**config.mk**
```make
export PLATFORM = sky130hd
export DESIGN_NAME = iac_unit
export DESIGN_NICKNAME = d
export VERILOG_FILES = /design/src/rtl/iac_pkg.sv /design/src/rtl/iac_ctrl_reg.sv /design/src/rtl/iac_qual.sv /design/src/rtl/iac_addr_cmp.sv /design/src/rtl/iac_unit.sv
export SDC_FILE = /design/constraint.sdc
export NUM_CORES = 1
export LEC_CHECK = 0
export ABC_AREA = 0
export CELL_PAD_IN_SITES_DETAIL_PLACEMENT = 1
export CELL_PAD_IN_SITES_GLOBAL_PLACEMENT = 2
export CORE_UTILIZATION = 27
export CTS_CLUSTER_DIAMETER = 100
export DETAILED_ROUTE_END_ITERATION = 6
export HOLD_SLACK_MARGIN = 0.05
export PLACE_DENSITY_LB_ADDON = 0.1
export SYNTH_ARGS = -nofsm -noshare
export SYNTH_HDL_FRONTEND = slang
export SYNTH_SLANG_ARGS = --single-unit
```
**constraint.sdc**
```tcl
create_clock -name clk_i -period 3.9 [get_ports clk_i]
set_clock_uncertainty 0.1 [all_clocks]
set_input_delay 0.78 -clock clk_i [delete_from_list [all_inputs] [get_ports clk_i]]
set_output_delay 0.78 -clock clk_i [all_outputs]
set_load 0.01 [all_outputs]
```
**src/rtl/iac_pkg.sv**
```systemverilog
package iac_pkg;
  localparam int CTRL_W = 32;

  // Field positions, little-endian view of the control word
  localparam int PRIV1_HI = 31;
  localparam int SP1_HI   = 29;
  localparam int PRIV2_HI = 27;
  localparam int SP2_HI   = 25;
  localparam int MODE_HI  = 23;
  localparam int MODE_LO  = 22;
  localparam int ATOG_BIT = 16;

  localparam logic [CTRL_W-1:0] CTRL_WMASK =
    (32'h3FF << MODE_LO) | (32'h1 << ATOG_BIT);

  typedef enum logic [1:0] {
    QUAL_ANY  = 2'b00,
    QUAL_RSVD = 2'b01,
    QUAL_LOW  = 2'b10,
    QUAL_HIGH = 2'b11
  } qual_e;

  typedef enum logic [1:0] {
    PM_EXACT = 2'b00,
    PM_RSVD  = 2'b01,
    PM_INCL  = 2'b10,
    PM_EXCL  = 2'b11
  } pair_mode_e;

  typedef struct packed {
    qual_e      priv1;
    qual_e      sp1;
    qual_e      priv2;
    qual_e      sp2;
    pair_mode_e mode;
    logic       atog;
  } ctrl_t;

  function automatic ctrl_t decode_ctrl(input logic [CTRL_W-1:0] w);
    ctrl_t c;
    c.priv1 = qual_e'(w[PRIV1_HI -: 2]);
    c.sp1   = qual_e'(w[SP1_HI -: 2]);
    c.priv2 = qual_e'(w[PRIV2_HI -: 2]);
    c.sp2   = qual_e'(w[SP2_HI -: 2]);
    c.mode  = pair_mode_e'(w[MODE_HI -: 2]);
    c.atog  = w[ATOG_BIT];
    return c;
  endfunction
endpackage

```
**src/rtl/iac_ctrl_reg.sv**
```systemverilog
module iac_ctrl_reg import iac_pkg::*; (
  input  logic              clk_i,
  input  logic              rst_ni,
  input  logic              we_i,
  input  logic [CTRL_W-1:0] wdata_i,
  input  logic              toggle_i,
  output logic [CTRL_W-1:0] q_o
);
  localparam logic [CTRL_W-1:0] TOG_MASK = CTRL_W'(1) << MODE_LO;

  logic [CTRL_W-1:0] ctrl_q;

  always_ff @(posedge clk_i or negedge rst_ni) begin
    if (!rst_ni)       ctrl_q <= '0;
    else if (we_i)     ctrl_q <= wdata_i & CTRL_WMASK;
    else if (toggle_i) ctrl_q <= ctrl_q ^ TOG_MASK;
  end

  assign q_o = ctrl_q;
endmodule

```
**src/rtl/iac_qual.sv**
```systemverilog
module iac_qual import iac_pkg::*; (
  input  qual_e priv_i,
  input  qual_e sp_i,
  input  logic  pr_i,
  input  logic  is_i,
  output logic  pass_o
);
  function automatic logic qual_ok(input qual_e sel, input logic bit_v);
    case (sel)
      QUAL_ANY:  return 1'b1;
      QUAL_LOW:  return !bit_v;
      QUAL_HIGH: return bit_v;
      default:   return 1'b0;
    endcase
  endfunction

  assign pass_o = qual_ok(priv_i, pr_i) && qual_ok(sp_i, is_i);
endmodule

```
**src/rtl/iac_addr_cmp.sv**
```systemverilog
module iac_addr_cmp #(
  parameter int ADDR_W  = 32,
  parameter int IGN_LSB = 2
) (
  input  logic [ADDR_W-1:0] addr_i,
  input  logic [ADDR_W-1:0] cmp_i,
  output logic              eq_o,
  output logic              lt_o
);
  localparam logic [ADDR_W-1:0] WMASK = {ADDR_W{1'b1}} << IGN_LSB;

  logic [ADDR_W-1:0] a_m, c_m;
  assign a_m  = addr_i & WMASK;
  assign c_m  = cmp_i & WMASK;
  assign eq_o = (a_m == c_m);
  assign lt_o = (a_m < c_m);
endmodule

```
**src/rtl/iac_unit.sv**
```systemverilog
module iac_unit import iac_pkg::*; #(
  parameter int ADDR_W  = 32,
  parameter int IGN_LSB = 2
) (
  input  logic              clk_i,
  input  logic              rst_ni,
  input  logic              fetch_valid_i,
  input  logic [ADDR_W-1:0] fetch_addr_i,
  input  logic              pr_i,
  input  logic              is_i,
  input  logic              ctrl_we_i,
  input  logic [CTRL_W-1:0] ctrl_wdata_i,
  input  logic              cmp1_we_i,
  input  logic [ADDR_W-1:0] cmp1_wdata_i,
  input  logic              cmp2_we_i,
  input  logic [ADDR_W-1:0] cmp2_wdata_i,
  output logic [CTRL_W-1:0] ctrl_rdata_o,
  output logic              event1_o,
  output logic              event2_o
);
  localparam int NCMP = 2;

  ctrl_t             ctl;
  logic              range_hit, hit1, hit2, toggle;
  logic [NCMP-1:0]   cmp_we, pass, eq, lt;
  logic [ADDR_W-1:0] cmp_wdata [NCMP];
  logic [ADDR_W-1:0] cmp_q     [NCMP];
  qual_e             priv_sel  [NCMP];
  qual_e             sp_sel    [NCMP];

  iac_ctrl_reg i_ctrl (
    .clk_i    (clk_i),
    .rst_ni   (rst_ni),
    .we_i     (ctrl_we_i),
    .wdata_i  (ctrl_wdata_i),
    .toggle_i (toggle),
    .q_o      (ctrl_rdata_o)
  );

  assign ctl = decode_ctrl(ctrl_rdata_o);

  assign cmp_we[0]    = cmp1_we_i;
  assign cmp_we[1]    = cmp2_we_i;
  assign cmp_wdata[0] = cmp1_wdata_i;
  assign cmp_wdata[1] = cmp2_wdata_i;
  assign priv_sel[0]  = ctl.priv1;
  assign priv_sel[1]  = ctl.priv2;
  assign sp_sel[0]    = ctl.sp1;
  assign sp_sel[1]    = ctl.sp2;

  for (genvar g = 0; g < NCMP; g++) begin : g_cmp
    always_ff @(posedge clk_i or negedge rst_ni) begin
      if (!rst_ni)        cmp_q[g] <= '0;
      else if (cmp_we[g]) cmp_q[g] <= cmp_wdata[g];
    end

    iac_qual i_qual (
      .priv_i (priv_sel[g]),
      .sp_i   (sp_sel[g]),
      .pr_i   (pr_i),
      .is_i   (is_i),
      .pass_o (pass[g])
    );

    iac_addr_cmp #(.ADDR_W(ADDR_W), .IGN_LSB(IGN_LSB)) i_acmp (
      .addr_i (fetch_addr_i),
      .cmp_i  (cmp_q[g]),
      .eq_o   (eq[g]),
      .lt_o   (lt[g])
    );
  end

  always_comb begin
    hit1      = 1'b0;
    hit2      = 1'b0;
    range_hit = 1'b0;
    case (ctl.mode)
      PM_EXACT: begin
        hit1 = pass[0] && eq[0];
        hit2 = pass[1] && eq[1];
      end
      PM_INCL: range_hit = &pass && !lt[0] && lt[1];
      PM_EXCL: range_hit = &pass && (lt[0] || !lt[1]);
      default: ;
    endcase
    if (range_hit) begin
      hit1 = 1'b1;
      hit2 = 1'b1;
    end
  end

  assign toggle = fetch_valid_i && range_hit && ctl.atog;

  always_ff @(posedge clk_i or negedge rst_ni) begin
    if (!rst_ni) begin
      event1_o <= 1'b0;
      event2_o <= 1'b0;
    end else begin
      event1_o <= fetch_valid_i && hit1;
      event2_o <= fetch_valid_i && hit2;
    end
  end
endmodule

```
Yosys cells after proc, flatten, opt, wreduce, memory -nomap -nowiden
Index checks and enable logic that the tools add are counted.
Widths: inputs -> output; s select.

word-level totals
  register bits = 98
  input bits = 136
  output and inout port bits = 34
  logic and storage cells = 55

operators by class
  $lt $le $gt $ge = 2
  equal/unequal tests = 12
  multiplexer cells = 11
  bitwise gates (word level) = 1
  reductions and logical operators = 23

operators by type and width
  operator            number
  $lt 32x32->1        2
  $eq 30x30->1        2
  $mux 32             1
  $mux 23             1
  $eq 2x2->1 const B  10
  $pmux 1 s3          4
  $logic_and 1x1->1   11
  $logic_not 2->1     5
  $logic_not 1->1     4
  $mux 1              4
  $pmux 1 s2          1
  $reduce_and 2->1    1
  $reduce_bool 2->1   1
  $logic_or 1x1->1    1
  $not 1->1           1

Depth between registers and ports, before layout
  depth in word-level cells = 11
  mapped depth = 9

By module
A second synthesis with hierarchy kept.

second synthesis, totals
  cells, all modules = 425
  area total of the unflattened synthesis = 5031.1 um^2

modules (own cells, without submodules)
  module                           times used  cells an instance  area an instance (um^2)  sequential area each (um^2)
  iac_unit                         1           147                2797.7                   1651.6
  iac_addr_cmp at g_cmp[1].i_acmp  1           111                789.5                    0.0
  iac_addr_cmp at g_cmp[0].i_acmp  1           110                773.2                    0.0
  iac_ctrl_reg                     1           47                 608.1                    275.3
  iac_qual                         2           5                  31.3                     0.0

Worst setup path before layout
OpenSTA, ideal clock, no wires.

  kind = input to register
  from = input fetch_addr_i[31]
  to = register event1_o
  library setup time = 0.125 ns
  arrival = 2.416 ns
  data required time = 3.675 ns
  slack = 1.259 ns
  stages = 8
  buffers on the path = 0
  cell sequence = ha_1 -> nand4_2 -> or4_4 -> nor4_4 -> a211o_1 -> nor4_1 -> mux2i_1 -> nand2_1

on the way
  cells in the longest elaborated chain, start to end = 7
  elaborated cells between the ends (all ways) = 14

ends and longest elaborated chain
  element                                                       RTL line                        text
  from (decl)                                                   iac_unit.sv:8                   input logic [ADDR_W-1:0] fetch_addr_i,
  $lt 32x32->1                                                  iac_addr_cmp.sv:16              assign lt_o = (a_m < c_m);
  $logic_not 1->1, on equally long branches                     iac_unit.sv:83, iac_unit.sv:82
  $logic_or 1x1->1 / $logic_and 1x1->1 (equally long branches)  iac_unit.sv:83, iac_unit.sv:82
  $logic_and 1x1->1, on equally long branches                   iac_unit.sv:83, iac_unit.sv:82
  $pmux 1 s2                                                    iac_unit.sv:77                  case (ctl.mode)
  $mux 1 *                                                      iac_unit.sv:86                  if (range_hit) begin
  $logic_and 1x1->1 *                                           iac_unit.sv:99                  event1_o <= fetch_valid_i && hit1;
  to (signal assigned)                                          iac_unit.sv:99
  to (decl)                                                     iac_unit.sv:18                  output logic event1_o,

Mark *: on every way between the ends. The rest lies on a longest branch, timed or not.
A chain may end at the register's enable or synchronous reset.

Final worst setup path
  from = input fetch_addr_i[30]
  to = register i_ctrl.ctrl_q[22] (netlist: i_ctrl.q_o[22])

on the way
  cells in the longest elaborated chain, start to end = 8
  elaborated cells between the ends (all ways) = 12

ends and longest elaborated chain
  element                                                       RTL line                        text
  $lt 32x32->1                                                  iac_addr_cmp.sv:16
  $logic_not 1->1, on equally long branches                     iac_unit.sv:83, iac_unit.sv:82
  $logic_or 1x1->1 / $logic_and 1x1->1 (equally long branches)  iac_unit.sv:83, iac_unit.sv:82
  $logic_and 1x1->1, on equally long branches                   iac_unit.sv:83, iac_unit.sv:82
  $pmux 1 s2 *                                                  iac_unit.sv:77
  $logic_and 1x1->1 * (2 in series)                             iac_unit.sv:92                  assign toggle = fetch_valid_i && range_hit && ctl.atog;
  $reduce_bool 2->1 (no source line) *                          -
  to (signal assigned)                                          iac_ctrl_reg.sv:15              else if (we_i) ctrl_q <= wdata_i & CTRL_WMASK;
  to (signal assigned)                                          iac_ctrl_reg.sv:16              else if (toggle_i) ctrl_q <= ctrl_q ^ TOG_MASK;
  to (decl)                                                     iac_ctrl_reg.sv:11              logic [CTRL_W-1:0] ctrl_q;

Marked as above.

==> results.rst <==
.. list-table::
   :header-rows: 1

   * - Metric
     - Value
   * - Share of the clock period used by the worst path after layout
     - around 80%
   * - Die Span X
     - ~130 microns
   * - Most common cell after layout, fill and taps aside
     - sky130_fd_sc_hd__clkdlybuf4s50_1
   * - Global-route wire length before repair
     - approximately 19 mm
   * - Top_reg_cell synth
     - sky130_fd_sc_hd__dfrtp_1
   * - Clock period minus worst slack
     - 3.12 ns
   * - Avg Synthesized Cell Area
     - 9.27 sq um
   * - Highest clock rate
     - roughly 320 MHz
   * - Register-to-Register Setup Slack
     - 1.33 ns
   * - Arrival time at the worst endpoint
     - around 3.3 ns
   * - Total routed wirelength
     - 11.8 mm
   * - Clock slew at reported path FFs
     - about 0.06 ns
   * - Final total negative setup slack
     - 0 ns
   * - Number of I/O port buffers
     - around 120
   * - Cell at the root of the clock tree
     - sky130_fd_sc_hd__clkbuf_16
   * - Max-slew headroom at the worst pin
     - ~34%
   * - Count of cell types in the netlist
     - 47
   * - Proportion of synthesized area in mux cells
     - 3.30%
   * - Half-perimeter wire length of the detailed placement result
     - between 9 and 10 mm
   * - Drt initial violations
     - 83
   * - Compound-gate portion of the synthesized area
     - 13.5%
   * - Number of nets with antenna violations after routing
     - 0
   * - RSZ-0062 raised after global routing
     - no
   * - R2r worst-path depth
     - 9
   * - Critical path data required time
     - approximately 4 ns
   * - Number of post-CTS setup repair buffers
     - 0
   * - Share of synthesized flip-flops with an asynchronous set or reset
     - between 90% and 100%
   * - Critical path start-end classification
     - in -> reg
   * - Internal power of the cells
     - between 1500 and 2000 uW
   * - Number of clock sinks seen by CTS
     - 73
   * - Chip height
     - 130 microns
   * - Nature of the critical path startpoint
     - input pin
   * - Setup slack after layout
     - about 0.78 ns
   * - Hold bufs inserted after CTS
     - 0
   * - Area of the die
     - around 0.017 sq mm
   * - Residual overflow from global routing
     - 0
   * - Area of the placeable core
     - between 0.015 and 0.02 sq mm
   * - Pin count of the biggest net entering global routing
     - 74
   * - Tightest Hold Check Type
     - reg -> reg
   * - Leading cell types in the layout, fill and taps excluded
     - 118 x sky130_fd_sc_hd__clkdlybuf4s50_1, 73 x sky130_fd_sc_hd__nand2_1, 73 x sky130_fd_sc_hd__dfrtp_1, 63 x sky130_fd_sc_hd__inv_1, 60 x sky130_fd_sc_hd__ha_1
   * - Logic pwr share
     - 23.0%
   * - Adder-Cell Fraction of Synth Area
     - 17.1%
   * - Fraction of final layout cells sized beyond drive strength 1
     - under 10%
   * - Post-detailed-route wirelength per cell
     - around 14 microns
   * - Cell area power density
     - roughly 350 mW/mm^2
   * - Net total in the final layout
     - 790
   * - Fraction of the yosys area taken by sequential cells
     - approximately two fifths
   * - Placed standard-cell area
     - 0.00575 sq mm
   * - Number of failing hold endpoints at the final stage
     - 0
   * - Maximum fanout along the worst path
     - 3
   * - TritonRoute pass-1 iters
     - 4
   * - Part of the total power dissipated in sequential elements
     - about two fifths
   * - Layout overhead on the synthesized area
     - 37.1%
   * - Switching share of total power
     - 27.8%
   * - Worst supply voltage drop on vdd
     - 0.000205 V
   * - Placer congestion estimate
     - around 0.74
   * - Worst slack, placed
     - 0.416 ns
   * - Number of warnings reported in the yosys synthesis log
     - 0
   * - Number of cell rows
     - 46
   * - Vias in the first global route
     - ~3800
   * - Synthesized-area fraction occupied by and/or/nand/nor cells
     - 13.6%
   * - Summed area of non-filler cells in the final layout
     - 0.00602 sq mm
   * - Flop and latch count out of synthesis
     - between 70 and 80
   * - Outcome
     - complete, no violations
   * - Pin slew with the least headroom to its limit
     - 0.990 ns
   * - Clock share of power
     - a little under two fifths
   * - P_leak
     - 0.00282 uW
   * - Post-route DRC violation count
     - 0
   * - Io pins
     - 170
   * - Count of final setup violators
     - 0
   * - Number of pins exceeding their max-slew limit in the final report
     - 0
   * - Number of gates resized after cts
     - 0
   * - Antenna violations before repair
     - 0
   * - Cell area after synthesis
     - 0.00439 sq mm
   * - TritonCTS buffer count
     - 9
   * - Cells after Synth
     - 474
   * - Number of max-cap violations
     - 0
   * - Dominant combinational cell family by area after synthesis
     - adder cells
   * - Routed vias/inst
     - around 4.4
   * - Worst hold path depth
     - 1
   * - Later-pin clock latency in the skew report
     - between 0.3 and 0.4 ns
   * - GR Util All Layers
     - between 15 and 20%
   * - Count of flip-flops with a built-in enable after synthesis
     - 0
   * - Number of buffers on the longest clock path
     - 2
   * - Effective utilization at floorplan
     - between 20% and 30%
   * - Maximum level of the CTS H-tree
     - 3
   * - Post-Synth XOR/XNOR Area
     - 0.797%
   * - Vias post-DR
     - around 3600
   * - Net switching power of the design
     - around 590 uW
   * - Element type at the critical path end
     - register
   * - CTS tree
     - done
-- sequential cells by signal, indices dropped and copies added (netlist names) --
register    flops
event1_o        1
event2_o        1
cmp_q          60
i_ctrl.q_o     11
-- cells by family (layout without fill, tap and decap cells) --
family / after synthesis / count (layout)
and+or+nand+nor: 121 / 121
AOI/OAI and AO/OA: 105 / 105
buffers and inverters: 97 / 202
DFF: 73 / 73
adders and majority gates: 60 / 60
muxes: 13 / 13
xor gates and xnor gates: 4 / 4
other: 1 / 22
-- worst paths after layout --
check                                           start                         end
min in group asynchronous                      rst_ni       cmp_q[25]$_DFFE_PN0P_
worst max register to register  cmp_q[61]$_DFFE_PN0P_  i_ctrl.q_o[22]$_DFFE_PN0P_
max in group asynchronous                      rst_ni       cmp_q[39]$_DFFE_PN0P_
worst min-delay path             cmp_q[2]$_DFFE_PN0P_        cmp_q[2]$_DFFE_PN0P_
worst max-delay path                 fetch_addr_i[30]  i_ctrl.q_o[22]$_DFFE_PN0P_
worst min register to register   cmp_q[2]$_DFFE_PN0P_        cmp_q[2]$_DFFE_PN0P_
-- stage by stage --
| step | hold WS, ns | util (%) | power, uW | cells |
|---|---|---|---|---|
| final | 0.393 | 37.9 | 2120 | 816 |
| after global routing | 0.417 | 37.9 | 2270 | 815 |
| after CTS | 0.401 | 37.9 | 2170 | 815 |
| after detailed placement | 0.389 | 36.2 | 1360 | 799 |
| after global placement | 0.377 | 36.2 | 1350 | 799 |
| after floorplan | 0.362 | - | 1130 | 494 |
-- metal layers --
| metal | track usage (%) | share of wire (%) | routed length (microns) | up-vias |
|---|---|---|---|---|
| met1 | 19.0 | 45 | 5350 | 1694 |
| met3 | 3.80 | 6.4 | 755 | 11 |
| met2 | 24.5 | 46 | 5470 | 87 |
| met5 | 0 | 0 | 0 | - |
| li1 | - | - | - | 1807 |
| met4 | 6.57 | 1.7 | 205 | 0 |
-- critical path, cell delays in order --
cell and delay, ns:
sky130_fd_sc_hd__clkdlybuf4s50_1 0.45, sky130_fd_sc_hd__ha_1 0.32, sky130_fd_sc_hd__nand4_1 0.16, sky130_fd_sc_hd__nor4_2 0.44, sky130_fd_sc_hd__a21oi_1 0.12, sky130_fd_sc_hd__o211ai_1 0.16
sky130_fd_sc_hd__a31oi_1 0.11, sky130_fd_sc_hd__or3_1 0.43, sky130_fd_sc_hd__o311ai_1 0.27
-- layout make-up --
| cell class | instances | area [sq um] |
|---|---|---|
| Clock inverter | 3 | 15.0 |
| Sequential cell | 73 | 1830 |
| Inverter | 63 | 236 |
| Tap cell | 216 | 270 |
| Timing Repair Buffer | 123 | 1210 |
| Multi-Input combinational cell | 324 | 2200 |
| Clock buffer | 13 | 260 |
| Fill cell | 1863 | 9860 |
| Antenna cell | 1 | 2.50 |
-- synthesized netlist by cell type (2+ instances only) --
master,n,area share [%]
sky130_fd_sc_hd__a21o_1,4,0.68
sky130_fd_sc_hd__inv_1,63,5.4
sky130_fd_sc_hd__nor4_1,2,0.28
sky130_fd_sc_hd__and2_1,2,0.28
sky130_fd_sc_hd__and3_1,2,0.28
sky130_fd_sc_hd__buf_4,21,3.6
sky130_fd_sc_hd__nor2b_1,2,0.28
sky130_fd_sc_hd__mux2_2,10,2.6
sky130_fd_sc_hd__a221oi_1,2,0.40
sky130_fd_sc_hd__clkbuf_1,12,1.0
sky130_fd_sc_hd__nor2_1,9,0.77
sky130_fd_sc_hd__a211oi_1,5,0.85
sky130_fd_sc_hd__nand2b_1,2,0.28
sky130_fd_sc_hd__nand4_1,8,1.1
sky130_fd_sc_hd__a21oi_1,16,1.8
sky130_fd_sc_hd__xnor2_1,2,0.40
sky130_fd_sc_hd__o21ai_0,54,6.2
sky130_fd_sc_hd__a211o_1,2,0.40
sky130_fd_sc_hd__mux2_1,2,0.51
sky130_fd_sc_hd__o211ai_1,2,0.34
sky130_fd_sc_hd__o21ai_1,12,1.4
sky130_fd_sc_hd__dfrtp_1,73,42
sky130_fd_sc_hd__ha_1,60,17
sky130_fd_sc_hd__nand2_1,73,6.2
sky130_fd_sc_hd__nand3_1,10,1.1
sky130_fd_sc_hd__xor2_1,2,0.40
sky130_fd_sc_hd__and3_2,2,0.34
-- power groups by stage --
| stage | clock (uW) | sequential (uW) | combinational (uW) |
|---|---|---|---|
| finish | 783 | 850 | 488 |
| global route | 847 | 859 | 561 |
| CTS | 818 | 852 | 503 |
| detailed placement | 0 | 865 | 499 |
| global placement | 0 | 863 | 489 |
| floorplan | 0 | 864 | 270 |
Power figures use the tool's default switching activity.
